==> config.mk <==
export PLATFORM = sky130hd
export DESIGN_NAME = dram_train_sequencer
export DESIGN_NICKNAME = d
export VERILOG_FILES = /design/src/rtl/train_seq_pkg.sv /design/src/rtl/train_seq_ctrl.sv /design/src/rtl/train_seq_datapath.sv /design/src/rtl/dram_train_sequencer.sv
export SDC_FILE = /design/constraint.sdc
export NUM_CORES = 1
export LEC_CHECK = 0
export ABC_AREA = 1
export CAP_MARGIN = 0
export CORE_ASPECT_RATIO = 0.75
export CORE_MARGIN = 2
export CORE_UTILIZATION = 48
export CTS_BUF_LIST = sky130_fd_sc_hd__clkbuf_16
export DETAILED_ROUTE_END_ITERATION = 16
export DONT_BUFFER_PORTS = 1
export PLACE_DENSITY = 0.7
export SLEW_MARGIN = 20
export SYNTH_ARGS = -nofsm -noshare
export SYNTH_HDL_FRONTEND = slang
export SYNTH_SLANG_ARGS = --single-unit
export TNS_END_PERCENT = 1
==> constraint.sdc <==
create_clock -name clk -period 1.9 [get_ports clk]
set_input_delay 0.19 -clock clk [delete_from_list [all_inputs] [get_ports clk]]
set_output_delay 0.19 -clock clk [all_outputs]
set_load 0.02 [all_outputs]
==> src/rtl/train_seq_pkg.sv <==
package train_seq_pkg;
  localparam int SLOT_W    = 2;
  localparam int NUM_SLOTS = 1 << SLOT_W;

  typedef enum logic [2:0] {
    ST_IDLE,
    ST_ISSUE,
    ST_GAP,
    ST_SLOTIDLE,
    ST_ITERWAIT
  } seqState_t;

  // strobes from the controller to the pin datapath
  typedef struct packed {
    logic              issue;
    logic              busy;
    logic [SLOT_W-1:0] slot;
  } seqStrobe_t;
endpackage

==> src/rtl/train_seq_ctrl.sv <==
module train_seq_ctrl
  import train_seq_pkg::*;
#(
  parameter int REP_W  = 9,
  parameter int GAP_W  = 5,
  parameter int IDLE_W = 9,
  parameter int WAIT_W = 9,
  parameter int ITER_W = 8
) (
  input  logic                        clk,
  input  logic                        rst_n,
  input  logic                        iterWrEn,
  input  logic [ITER_W-1:0]           iterWrData,
  input  logic [SLOT_W-1:0]           lastSlot,
  input  logic [WAIT_W-1:0]           postWait,
  input  logic                        stopOnErr,
  input  logic                        trigEn,
  input  logic                        errIn,
  input  logic [NUM_SLOTS*REP_W-1:0]  slotReps,
  input  logic [NUM_SLOTS*GAP_W-1:0]  slotGap,
  input  logic [NUM_SLOTS*IDLE_W-1:0] slotIdle,
  output seqStrobe_t                  strobe,
  output logic [ITER_W-1:0]           iterLeft,
  output logic                        doneFlag,
  output logic                        errFlag,
  output logic                        trigOut
);
  localparam int W1    = (REP_W > GAP_W) ? REP_W : GAP_W;
  localparam int W2    = (IDLE_W > WAIT_W) ? IDLE_W : WAIT_W;
  localparam int CNT_W = (W1 > W2) ? W1 : W2;
  localparam logic [ITER_W-1:0] ITER_INF = '1;

  seqState_t         state;
  logic [SLOT_W-1:0] slot;
  logic [REP_W-1:0]  repCnt;
  logic [CNT_W-1:0]  waitCnt;
  logic [ITER_W-1:0] iterCnt;

  logic [REP_W-1:0]  curReps;
  logic [GAP_W-1:0]  curGap;
  logic [IDLE_W-1:0] curIdle;
  logic              busy, startReq, abortReq, haltReq, wrBusy;
  logic              lastOfSlot, advanceNow;
  logic [ITER_W-1:0] iterAfter;

  always_comb begin
    curReps    = slotReps[slot*REP_W +: REP_W];
    curGap     = slotGap[slot*GAP_W +: GAP_W];
    curIdle    = slotIdle[slot*IDLE_W +: IDLE_W];
    busy       = (state != ST_IDLE);
    startReq   = !busy && iterWrEn && (iterWrData != '0);
    abortReq   = busy && iterWrEn && (iterWrData == '0);
    haltReq    = busy && errIn && stopOnErr;
    wrBusy     = busy && iterWrEn;
    lastOfSlot = (repCnt == curReps);
    advanceNow = ((state == ST_ISSUE) && lastOfSlot && (curIdle == '0)) ||
                 ((state == ST_SLOTIDLE) && (waitCnt == CNT_W'(1)));
    iterAfter  = (iterCnt == ITER_INF) ? iterCnt : iterCnt - 1'b1;
  end

  always_ff @(posedge clk or negedge rst_n) begin
    if (!rst_n) begin
      state    <= ST_IDLE;
      slot     <= '0;
      repCnt   <= '0;
      waitCnt  <= '0;
      iterCnt  <= '0;
      doneFlag <= 1'b0;
      errFlag  <= 1'b0;
      trigOut  <= 1'b0;
    end else begin
      if (busy && errIn && trigEn) trigOut <= 1'b1;
      if (startReq) begin
        state    <= ST_ISSUE;
        slot     <= '0;
        repCnt   <= '0;
        iterCnt  <= iterWrData;
        doneFlag <= 1'b0;
        errFlag  <= 1'b0;
        trigOut  <= 1'b0;
      end else if (abortReq) begin
        state   <= ST_IDLE;
        iterCnt <= '0;
      end else if (haltReq) begin
        state   <= ST_IDLE;
        iterCnt <= '0;
        errFlag <= 1'b1;
      end else begin
        if (wrBusy) iterCnt <= iterWrData;
        case (state)
          ST_ISSUE: begin
            if (!lastOfSlot) begin
              repCnt <= repCnt + 1'b1;
              if (curGap != '0) begin
                state   <= ST_GAP;
                waitCnt <= CNT_W'(curGap);
              end
            end else if (curIdle != '0) begin
              state   <= ST_SLOTIDLE;
              waitCnt <= CNT_W'(curIdle);
            end
          end
          ST_GAP, ST_ITERWAIT: begin
            if (waitCnt == CNT_W'(1)) state <= ST_ISSUE;
            else waitCnt <= waitCnt - 1'b1;
          end
          ST_SLOTIDLE: begin
            if (waitCnt != CNT_W'(1)) waitCnt <= waitCnt - 1'b1;
          end
          default: ;
        endcase
        if (advanceNow) begin
          repCnt <= '0;
          if (slot != lastSlot) begin
            slot  <= slot + 1'b1;
            state <= ST_ISSUE;
          end else begin
            slot <= '0;
            if (!wrBusy) iterCnt <= iterAfter;
            if (iterAfter == '0 && !wrBusy) begin
              state    <= ST_IDLE;
              doneFlag <= 1'b1;
            end else if (postWait != '0) begin
              state   <= ST_ITERWAIT;
              waitCnt <= CNT_W'(postWait);
            end else begin
              state <= ST_ISSUE;
            end
          end
        end
      end
    end
  end

  assign strobe.issue = (state == ST_ISSUE);
  assign strobe.busy  = busy;
  assign strobe.slot  = slot;
  assign iterLeft     = iterCnt;
endmodule

==> src/rtl/train_seq_datapath.sv <==
module train_seq_datapath
  import train_seq_pkg::*;
#(
  parameter int RANKS = 4,
  parameter int DIR_W = 2
) (
  input  seqStrobe_t                          strobe,
  input  logic [NUM_SLOTS*3-1:0]              slotCmd,
  input  logic [NUM_SLOTS*RANKS-1:0]          slotCke,
  input  logic [NUM_SLOTS*RANKS-1:0]          slotOdt,
  input  logic [NUM_SLOTS*RANKS-1:0]          slotCsCtl,
  input  logic [NUM_SLOTS-1:0]                slotCsMode,
  input  logic [NUM_SLOTS*$clog2(RANKS)-1:0]  slotRank,
  input  logic [NUM_SLOTS*DIR_W-1:0]          slotDir,
  output logic                                rasN,
  output logic                                casN,
  output logic                                weN,
  output logic [RANKS-1:0]                    csN,
  output logic [RANKS-1:0]                    cke,
  output logic [RANKS-1:0]                    odt,
  output logic [DIR_W-1:0]                    dataDir,
  output logic                                cmdValid
);
  localparam int RSEL_W = $clog2(RANKS);

  logic [2:0]        curCmd;
  logic [RANKS-1:0]  curCtl, rankHot, csIssue;
  logic [RSEL_W-1:0] curRank;

  assign curCmd  = slotCmd[strobe.slot*3 +: 3];
  assign curCtl  = slotCsCtl[strobe.slot*RANKS +: RANKS];
  assign curRank = slotRank[strobe.slot*RSEL_W +: RSEL_W];

  for (genvar g = 0; g < RANKS; g++) begin : g_rank
    assign rankHot[g] = (curRank == RSEL_W'(g));
  end

  assign csIssue = slotCsMode[strobe.slot] ? (curCtl & ~rankHot) : curCtl;

  always_comb begin
    cmdValid = strobe.issue;
    rasN     = strobe.issue ? curCmd[0] : 1'b1;
    casN     = strobe.issue ? curCmd[1] : 1'b1;
    weN      = strobe.issue ? curCmd[2] : 1'b1;
    csN      = strobe.issue ? csIssue : '1;
    dataDir  = strobe.issue ? slotDir[strobe.slot*DIR_W +: DIR_W] : '0;
    cke      = strobe.busy ? slotCke[strobe.slot*RANKS +: RANKS] : '1;
    odt      = strobe.busy ? slotOdt[strobe.slot*RANKS +: RANKS] : '0;
  end
endmodule

==> src/rtl/dram_train_sequencer.sv <==
module dram_train_sequencer
  import train_seq_pkg::*;
#(
  parameter int RANKS  = 4,
  parameter int REP_W  = 9,
  parameter int GAP_W  = 5,
  parameter int IDLE_W = 9,
  parameter int WAIT_W = 9,
  parameter int ITER_W = 8,
  parameter int DIR_W  = 2,
  localparam int RSEL_W = $clog2(RANKS)
) (
  input  logic                        clk,
  input  logic                        rst_n,
  input  logic                        iterWrEn,
  input  logic [ITER_W-1:0]           iterWrData,
  input  logic [SLOT_W-1:0]           lastSlot,
  input  logic [WAIT_W-1:0]           postWait,
  input  logic                        stopOnErr,
  input  logic                        trigEn,
  input  logic                        errIn,
  input  logic [NUM_SLOTS*3-1:0]      slotCmd,
  input  logic [NUM_SLOTS*RANKS-1:0]  slotCke,
  input  logic [NUM_SLOTS*RANKS-1:0]  slotOdt,
  input  logic [NUM_SLOTS*RANKS-1:0]  slotCsCtl,
  input  logic [NUM_SLOTS-1:0]        slotCsMode,
  input  logic [NUM_SLOTS*RSEL_W-1:0] slotRank,
  input  logic [NUM_SLOTS*DIR_W-1:0]  slotDir,
  input  logic [NUM_SLOTS*REP_W-1:0]  slotReps,
  input  logic [NUM_SLOTS*GAP_W-1:0]  slotGap,
  input  logic [NUM_SLOTS*IDLE_W-1:0] slotIdle,
  output logic                        rasN,
  output logic                        casN,
  output logic                        weN,
  output logic [RANKS-1:0]            csN,
  output logic [RANKS-1:0]            cke,
  output logic [RANKS-1:0]            odt,
  output logic [DIR_W-1:0]            dataDir,
  output logic                        cmdValid,
  output logic [3:0]                  status,
  output logic [ITER_W-1:0]           iterLeft,
  output logic                        trigOut
);
  seqStrobe_t strobe;
  logic       doneFlag, errFlag;

  train_seq_ctrl #(
    .REP_W(REP_W), .GAP_W(GAP_W), .IDLE_W(IDLE_W),
    .WAIT_W(WAIT_W), .ITER_W(ITER_W)
  ) u_ctrl (
    .clk(clk), .rst_n(rst_n), .iterWrEn(iterWrEn), .iterWrData(iterWrData),
    .lastSlot(lastSlot), .postWait(postWait), .stopOnErr(stopOnErr),
    .trigEn(trigEn), .errIn(errIn), .slotReps(slotReps), .slotGap(slotGap),
    .slotIdle(slotIdle), .strobe(strobe), .iterLeft(iterLeft),
    .doneFlag(doneFlag), .errFlag(errFlag), .trigOut(trigOut)
  );

  train_seq_datapath #(.RANKS(RANKS), .DIR_W(DIR_W)) u_dp (
    .strobe(strobe), .slotCmd(slotCmd), .slotCke(slotCke), .slotOdt(slotOdt),
    .slotCsCtl(slotCsCtl), .slotCsMode(slotCsMode), .slotRank(slotRank),
    .slotDir(slotDir), .rasN(rasN), .casN(casN), .weN(weN), .csN(csN),
    .cke(cke), .odt(odt), .dataDir(dataDir), .cmdValid(cmdValid)
  );

  assign status = {errFlag, doneFlag, strobe.busy, !strobe.busy};
endmodule

After elaboration in Yosys (flattened, before gate mapping). Cells that the tools add are included.

Equal/unequal tests: 19. Shifts and indexed selects: 9. Multipliers: 3. Order comparisons: 1. $add $sub $neg: 4. Bitwise operators: 5. Reduce and logical (&&, ||, !) cells: 36. Muxes and demuxes: 62.

Operator list (number): $mux 9 (15); $shiftx 36x7->9 (2); $mux 8 (8); $shiftx 16x5->4 (3); $mux 3 (11); $pmux 9 s3 (1); $shiftx 20x6->5 (1); $reduce_bool 9->1 (2); $logic_not 8->1 (2); $mux 4 (4); $shiftx 8x4->2 (2); $mux 1 (15); $mux 2 (6); $shiftx 12x5->3 (1); $logic_and 1x1->1 (11); $add 9x1->9 const B (1); $eq 9x1->1 const B (1); $eq 9x9->1 (1); $logic_not 9->1 (1); $ne 9x1->1 const B (1); $sub 9x1->9 const B (1); $eq 8x8->1 const B (1); $reduce_and 4->1 (2); $reduce_bool 2->1 (4); other kinds (33) (42).

Input port bits: 197. Output and inout port bits: 31. Flip-flop bits (word level): 34. Logic and storage cells: 147.

Logic depth before layout (Yosys ltp).
Depth in word-level cells: 10. Mapped depth: 19. Mapped depth without buffers: 17.

By module. A second synthesis with hierarchy kept.

Cells, all modules: 892. Area, all modules: 4834.6 um^2.

By module, submodules not included: train_seq_ctrl (instances 1, seq. area each 850.8 um^2, cells an instance 710, area an instance 4000.1 um^2); train_seq_datapath (instances 1, seq. area each 0.0 um^2, cells an instance 179, area an instance 815.8 um^2); dram_train_sequencer (instances 1, seq. area each 0.0 um^2, cells an instance 3, area an instance 18.8 um^2).

Worst setup path after synthesis. OpenSTA, ideal clock, no wires.

Kind: reg-to-output. Start: register u_ctrl.slot[0]. End: output casN. Cell stages (with the launch flop): 9. Arrival time: 2.229 ns. Path slack: -0.519 ns. Cell sequence: dfrtp_1 -> buf_6 -> inv_4 -> buf_4 -> buf_2 -> clkbuf_1 -> buf_2 -> nor2_1 -> o311ai_0.

Longest elaborated chain between the ends: 3.

RTL lines: start, declared (line train_seq_ctrl.sv:34) `logic [SLOT_W-1:0] slot;`; start signal, assigned (line train_seq_ctrl.sv:115) `slot <= slot + 1'b1;`; $mul 2x2->4 (line train_seq_datapath.sv:30) `assign curCmd = slotCmd[strobe.slot*3 +: 3];`; $shiftx 12x5->3 (line train_seq_datapath.sv:30); $mux 1 (line train_seq_datapath.sv:43) `casN = strobe.issue ? curCmd[1] : 1'b1;`; end, declared (line dram_train_sequencer.sv:33) `output logic casN,`.

Every way passes these cells.

Worst setup path after layout.
Start: register u_ctrl.slot[0]. End: register u_ctrl.waitCnt[2].

Longest elaborated chain between the ends: 10.

RTL lines: $mul 2x4->6 / $mul 2x3->5 (equally long branches) (line train_seq_ctrl.sv:47, train_seq_ctrl.sv:49, train_seq_ctrl.sv:48); $shiftx 36x7->9 / $shiftx 20x6->5 (equally long branches) (line train_seq_ctrl.sv:49, train_seq_ctrl.sv:48); $reduce_bool 9->1 / $reduce_bool 5->1 (equally long branches) (line train_seq_ctrl.sv:98, train_seq_ctrl.sv:94); $mux 9 (on tied branches) (line train_seq_ctrl.sv:98, train_seq_ctrl.sv:94); $mux 9 (line train_seq_ctrl.sv:92) `if (!lastOfSlot) begin`; $pmux 9 s3 (line train_seq_ctrl.sv:90) `case (state)`; $mux 9 (line train_seq_ctrl.sv:123) `end else if (postWait != '0) begin`; $mux 9 (line train_seq_ctrl.sv:120) `if (iterAfter == '0 && !wrBusy) begin`; $mux 9 (line train_seq_ctrl.sv:114) `if (slot != lastSlot) begin`; $mux 9 * (line train_seq_ctrl.sv:112) `if (advanceNow) begin`; end signal, assigned (line train_seq_ctrl.sv:105) `else waitCnt <= waitCnt - 1'b1;`; end signal, assigned (line train_seq_ctrl.sv:108) `if (waitCnt != CNT_W'(1)) waitCnt <= waitCnt - 1'b1;`; end signal, assigned (line train_seq_ctrl.sv:125) `waitCnt <= CNT_W'(postWait);`; end, declared (line train_seq_ctrl.sv:36) `logic [CNT_W-1:0] waitCnt;`.

Every way passes the cells marked *; elsewhere a longest branch is shown, timed or not. A chain may end at the register's enable or synchronous reset.

==> flow_metrics.env <==
export IMPL_postRouteAntennaNets=0
export IMPL_placement_io_buffers=0
export IMPL_vdd_ir_drop_worst_v=0.000781
export IMPL_synthDominantAreaCellType="nand2_1"
export IMPL_floorplan_die_area_sq_um=10800
export IMPL_fin_total_pwr_mw=9.63
export IMPL_cts_tree="yes"
export IMPL_floorplan_core_area_sq_um=9660
export IMPL_ys_ff_latch=34
export IMPL_rr_startpoint="u_ctrl.slot[0]"
export IMPL_worstPathBufferInverterCount=2
export IMPL_final_max_slew_viol_count=0
export IMPL_cts_sink_count=34
export IMPL_status="finished with violations"
export IMPL_cts_htree_levels=2
export IMPL_core_rowCount=31
export IMPL_grt_pass1_vias=5637
export IMPL_cts_max_path_buffers=2
export IMPL_overall_die_width_microns=119
export IMPL_crit_chain="inv_4 -> buf_12 -> nand2_1 -> nand3_2 -> nand2_1 -> nand2_1 -> nand2_1 -> nor2_2 -> nand2_1 -> nor2_2 -> nand3_4 -> nand2_4 -> nand2_8 -> nor2_8 -> nand2_1 -> nand3_1 -> nand2_1"
export IMPL_fill_cells=929
export IMPL_timing_critical_path_fanout_max=13
export IMPL_final_setup_slack_of_the_worst_path_ns=-0.326
export IMPL_violations="negative setup slack"
export IMPL_ratio_of_cells_with_drive_above_1_in_the_final_layout=0.197
export IMPL_detailedPlacementHpwl_mm=12.6
export IMPL_syn2layout_area_growth_pct=25.4
export IMPL_fin_worst_skew_ns=0.00634
export IMPL_globalRouteOverflowTotal=0
export IMPL_initial_detailed_routing_violation_count=490
export IMPL_max_cap_violations=0
export IMPL_syn_area_per_cell_sq_um=5.53
export IMPL_type_of_the_worst_setup_path="flop to flop"
export IMPL_remaining_drc_errors=0
export IMPL_required_ns=2.07
export IMPL_synth_sequential_area_ratio=0.178
export IMPL_layout_min_cycle_time_ns=2.23
export IMPL_unrepaired_setup_endpoints_after_global_routing="yes"
export IMPL_power_per_cell_area_nw_per_um2=1610
export IMPL_drt_wirelength_per_cell_microns=15.1
export IMPL_clkLatencyLatePin_ns=0.28
export IMPL_num_vias=5947
export IMPL_globalplace_congestion=0.916
export IMPL_max_slew_margin=0.719
export IMPL_final_common_cell="nand2_1"
export IMPL_placed_area_sq_um=5630
export IMPL_design_area_sq_um=5980
export IMPL_worst_r2r_path_depth=17
export IMPL_reg2reg_to="u_ctrl.waitCnt[2]"
export IMPL_num_io_pins=228
export IMPL_commonest_cells_after_routing_fill_and_taps_aside="nand2_1, nor2_1, nand3_1"
export IMPL_antenna_cells=0
export IMPL_cts_root_buffer_cell="clkbuf_16"
export IMPL_clk_transition_reported_paths_ns=0.06
export IMPL_ys_warnings_count=0
export IMPL_timing_critical_path_from="u_ctrl.slot[0]"
export IMPL_final_core_util=0.620
export IMPL_fmaxAchievable_ghz=0.449
export IMPL_worstSetupStartpointType="flop"
export IMPL_number_of_buffers_added_by_the_clock_tree_synthesis_step=5
export IMPL_power_leakage_nw=2.94
export IMPL_critPathTopFamily="simple AND/OR/NAND/NOR gates"
export IMPL_synth_distinct_cells=41
export IMPL_initial_antenna_violation_count=0
export IMPL_cpMaxStageDelayCell="dfrtp_2"
export IMPL_post_place_ws_ns=-0.299
export IMPL_cp_capture_type="flop"
export IMPL_grt_util_all_layers=0.286
export IMPL_share_of_the_clock_period_used_by_the_worst_path_after_layout=1.17
export IMPL_synth_net_count=1066
export IMPL_dr_pass1_iters=5
export IMPL_ff2ff_setup_slack_ns=-0.33
export IMPL_global_route_wire_length_before_repair_mm=25.9
export IMPL_cpMostUsedCell="nand2_1"
export IMPL_drt_vias_per_instance=5.61
export IMPL_number_of_nets_in_the_layout=1131
export IMPL_min_path_type="input port to flop"
export IMPL_hold_viol_final=0
export IMPL_floorplan_die_height_microns=90.3
export IMPL_synthTopCellsByArea="nand2_1, dfrtp_1, nand3_1"
export IMPL_timing_final_setup_violations=41
export IMPL_tightest_slew_ns=0.416
export IMPL_detail_route_wirelength_mm=16.0
export IMPL_syn_cell_area_sq_um=4770
export IMPL_synthesis_instances=863
export IMPL_maximum_number_of_pins_on_one_net_before_global_route_repair=49
export IMPL_yosys_area_top_type_share=0.223
export IMPL_cp_depth=17
export IMPL_initial_core_util=0.494
export IMPL_timing_critical_path_arrival_ns=2.39
export IMPL_cpPeakStageDelay_ns=0.47
export IMPL_critical_path_endpoint="u_ctrl.waitCnt[2]"
==> synthesized netlist by cell type (all sizes together) <==
| library cell | n |
|---|---|
| and3 | 2 |
| and2 | 1 |
| a31oi | 2 |
| ha | 6 |
| a32oi | 2 |
| a21boi | 2 |
| o22ai | 7 |
| xnor2 | 1 |
| dfrtp | 34 |
| clkbuf | 15 |
| nor2 | 132 |
| nand3 | 126 |
| xor2 | 11 |
| or2 | 3 |
| nand4 | 10 |
| nand2 | 288 |
| a21oi | 11 |
| nor3 | 13 |
| inv | 81 |
| o311ai | 7 |
| buf | 30 |
| o21a | 2 |
| nor4 | 1 |
| o21ai | 76 |
==> area by class of cell <==
class	count	area [sq um]	area share
Clock inverter	3	21.3	0.00355
Multi-Input combinational cell	704	3580	0.599
Inverter	81	314	0.0525
Sequential cell	34	856	0.143
Clock buffer	5	125	0.0209
Timing Repair Buffer	102	921	0.154
Tap cell	132	165	0.0276
==> worst min-delay path by stage <==
stage	slack (ns)	start	end	cells past startpoint
3_5_place_dp	-0.10	rst_n	u_ctrl.waitCnt[6]	0
6_report	0.03	iterWrData[3]	u_ctrl.iterLeft[3]	2
2_1_floorplan	-0.11	rst_n	u_ctrl.doneFlag	0
4_1_cts	0.02	iterWrData[3]	u_ctrl.iterLeft[3]	2
5_1_grt	0.04	iterWrData[0]	u_ctrl.iterLeft[0]	2
3_3_place_gp	-0.10	rst_n	u_ctrl.waitCnt[6]	0
==> worst reg2reg max path: stages, from the launching register on <==
cell and delay, ns:
dfrtp_2 0.47, inv_4 0.11, buf_12 0.14, nand2_1 0.07
nand3_2 0.07, nand2_1 0.06, nand2_1 0.07, nand2_1 0.07
nor2_2 0.14, nand2_1 0.09, nor2_2 0.12, nand3_4 0.11
nand2_4 0.12, nand2_8 0.10, nor2_8 0.16, nand2_1 0.07
nand3_1 0.08, nand2_1 0.06
==> metrics by stage <==
stage	TNS [ns]	instances	hold WS [ns]
after floorplan	-1.82	863	-0.106
after global placement	-5.26	1048	-0.104
after detailed placement	-7.55	1048	-0.104
after CTS	-8.11	1058	0.0228
after global routing	-15.88	1061	0.0445
final	-9.10	1061	0.0253
==> sequential cells by signal, indices dropped and copies added, names as in the netlist <==
name	cells
u_ctrl.doneFlag	1
u_ctrl.errFlag	1
u_ctrl.repCnt	9
u_ctrl.iterLeft	8
u_ctrl.slot	2
u_ctrl.trigOut	1
u_ctrl.state	3
u_ctrl.waitCnt	9
==> routing by layer <==
| metal | wire [microns] | global-route usage | up-vias |
|---|---|---|---|
| met1 | 6950 | 0.364 | 2762 |
| met2 | 7860 | 0.514 | 240 |
| met3 | 1000 | 0.0429 | 24 |
| li1 | - | - | 2921 |
| met4 | 209 | 0.0536 | 0 |
| met5 | 0 | 0 | - |
==> cells by family after synthesis <==
logic type,after synthesis,synth area share
adders and majority gates,6,0.0157
xor gates and xnor gates,12,0.0220
buffers and inverters,126,0.124
AOI/OAI and AO/OA,109,0.126
DFF,34,0.178
and+or+nand+nor,576,0.534
==> where the power goes <==
group          switching [mW]  total (mW)  internal (mW)  leakage (nW)
clock                   0.323       0.807          0.485        0.0698
combinational            4.55        7.53           2.99          2.44
sequential              0.300        1.29          0.991         0.435
total                    5.17        9.63           4.46          2.94
==> timing repair <==
item / 4_1_cts / 5_1_grt
endpoints found under the hold margin: 34 / 0
buffers inserted: 0 / 1
hold buffers: 2 / 0
setup endpoints to repair: 49 / 49
resized for setup: 17 / 18
pin swaps: 1 / 6
gates cloned: 0 / 2
(Power assumes the default switching activity.)
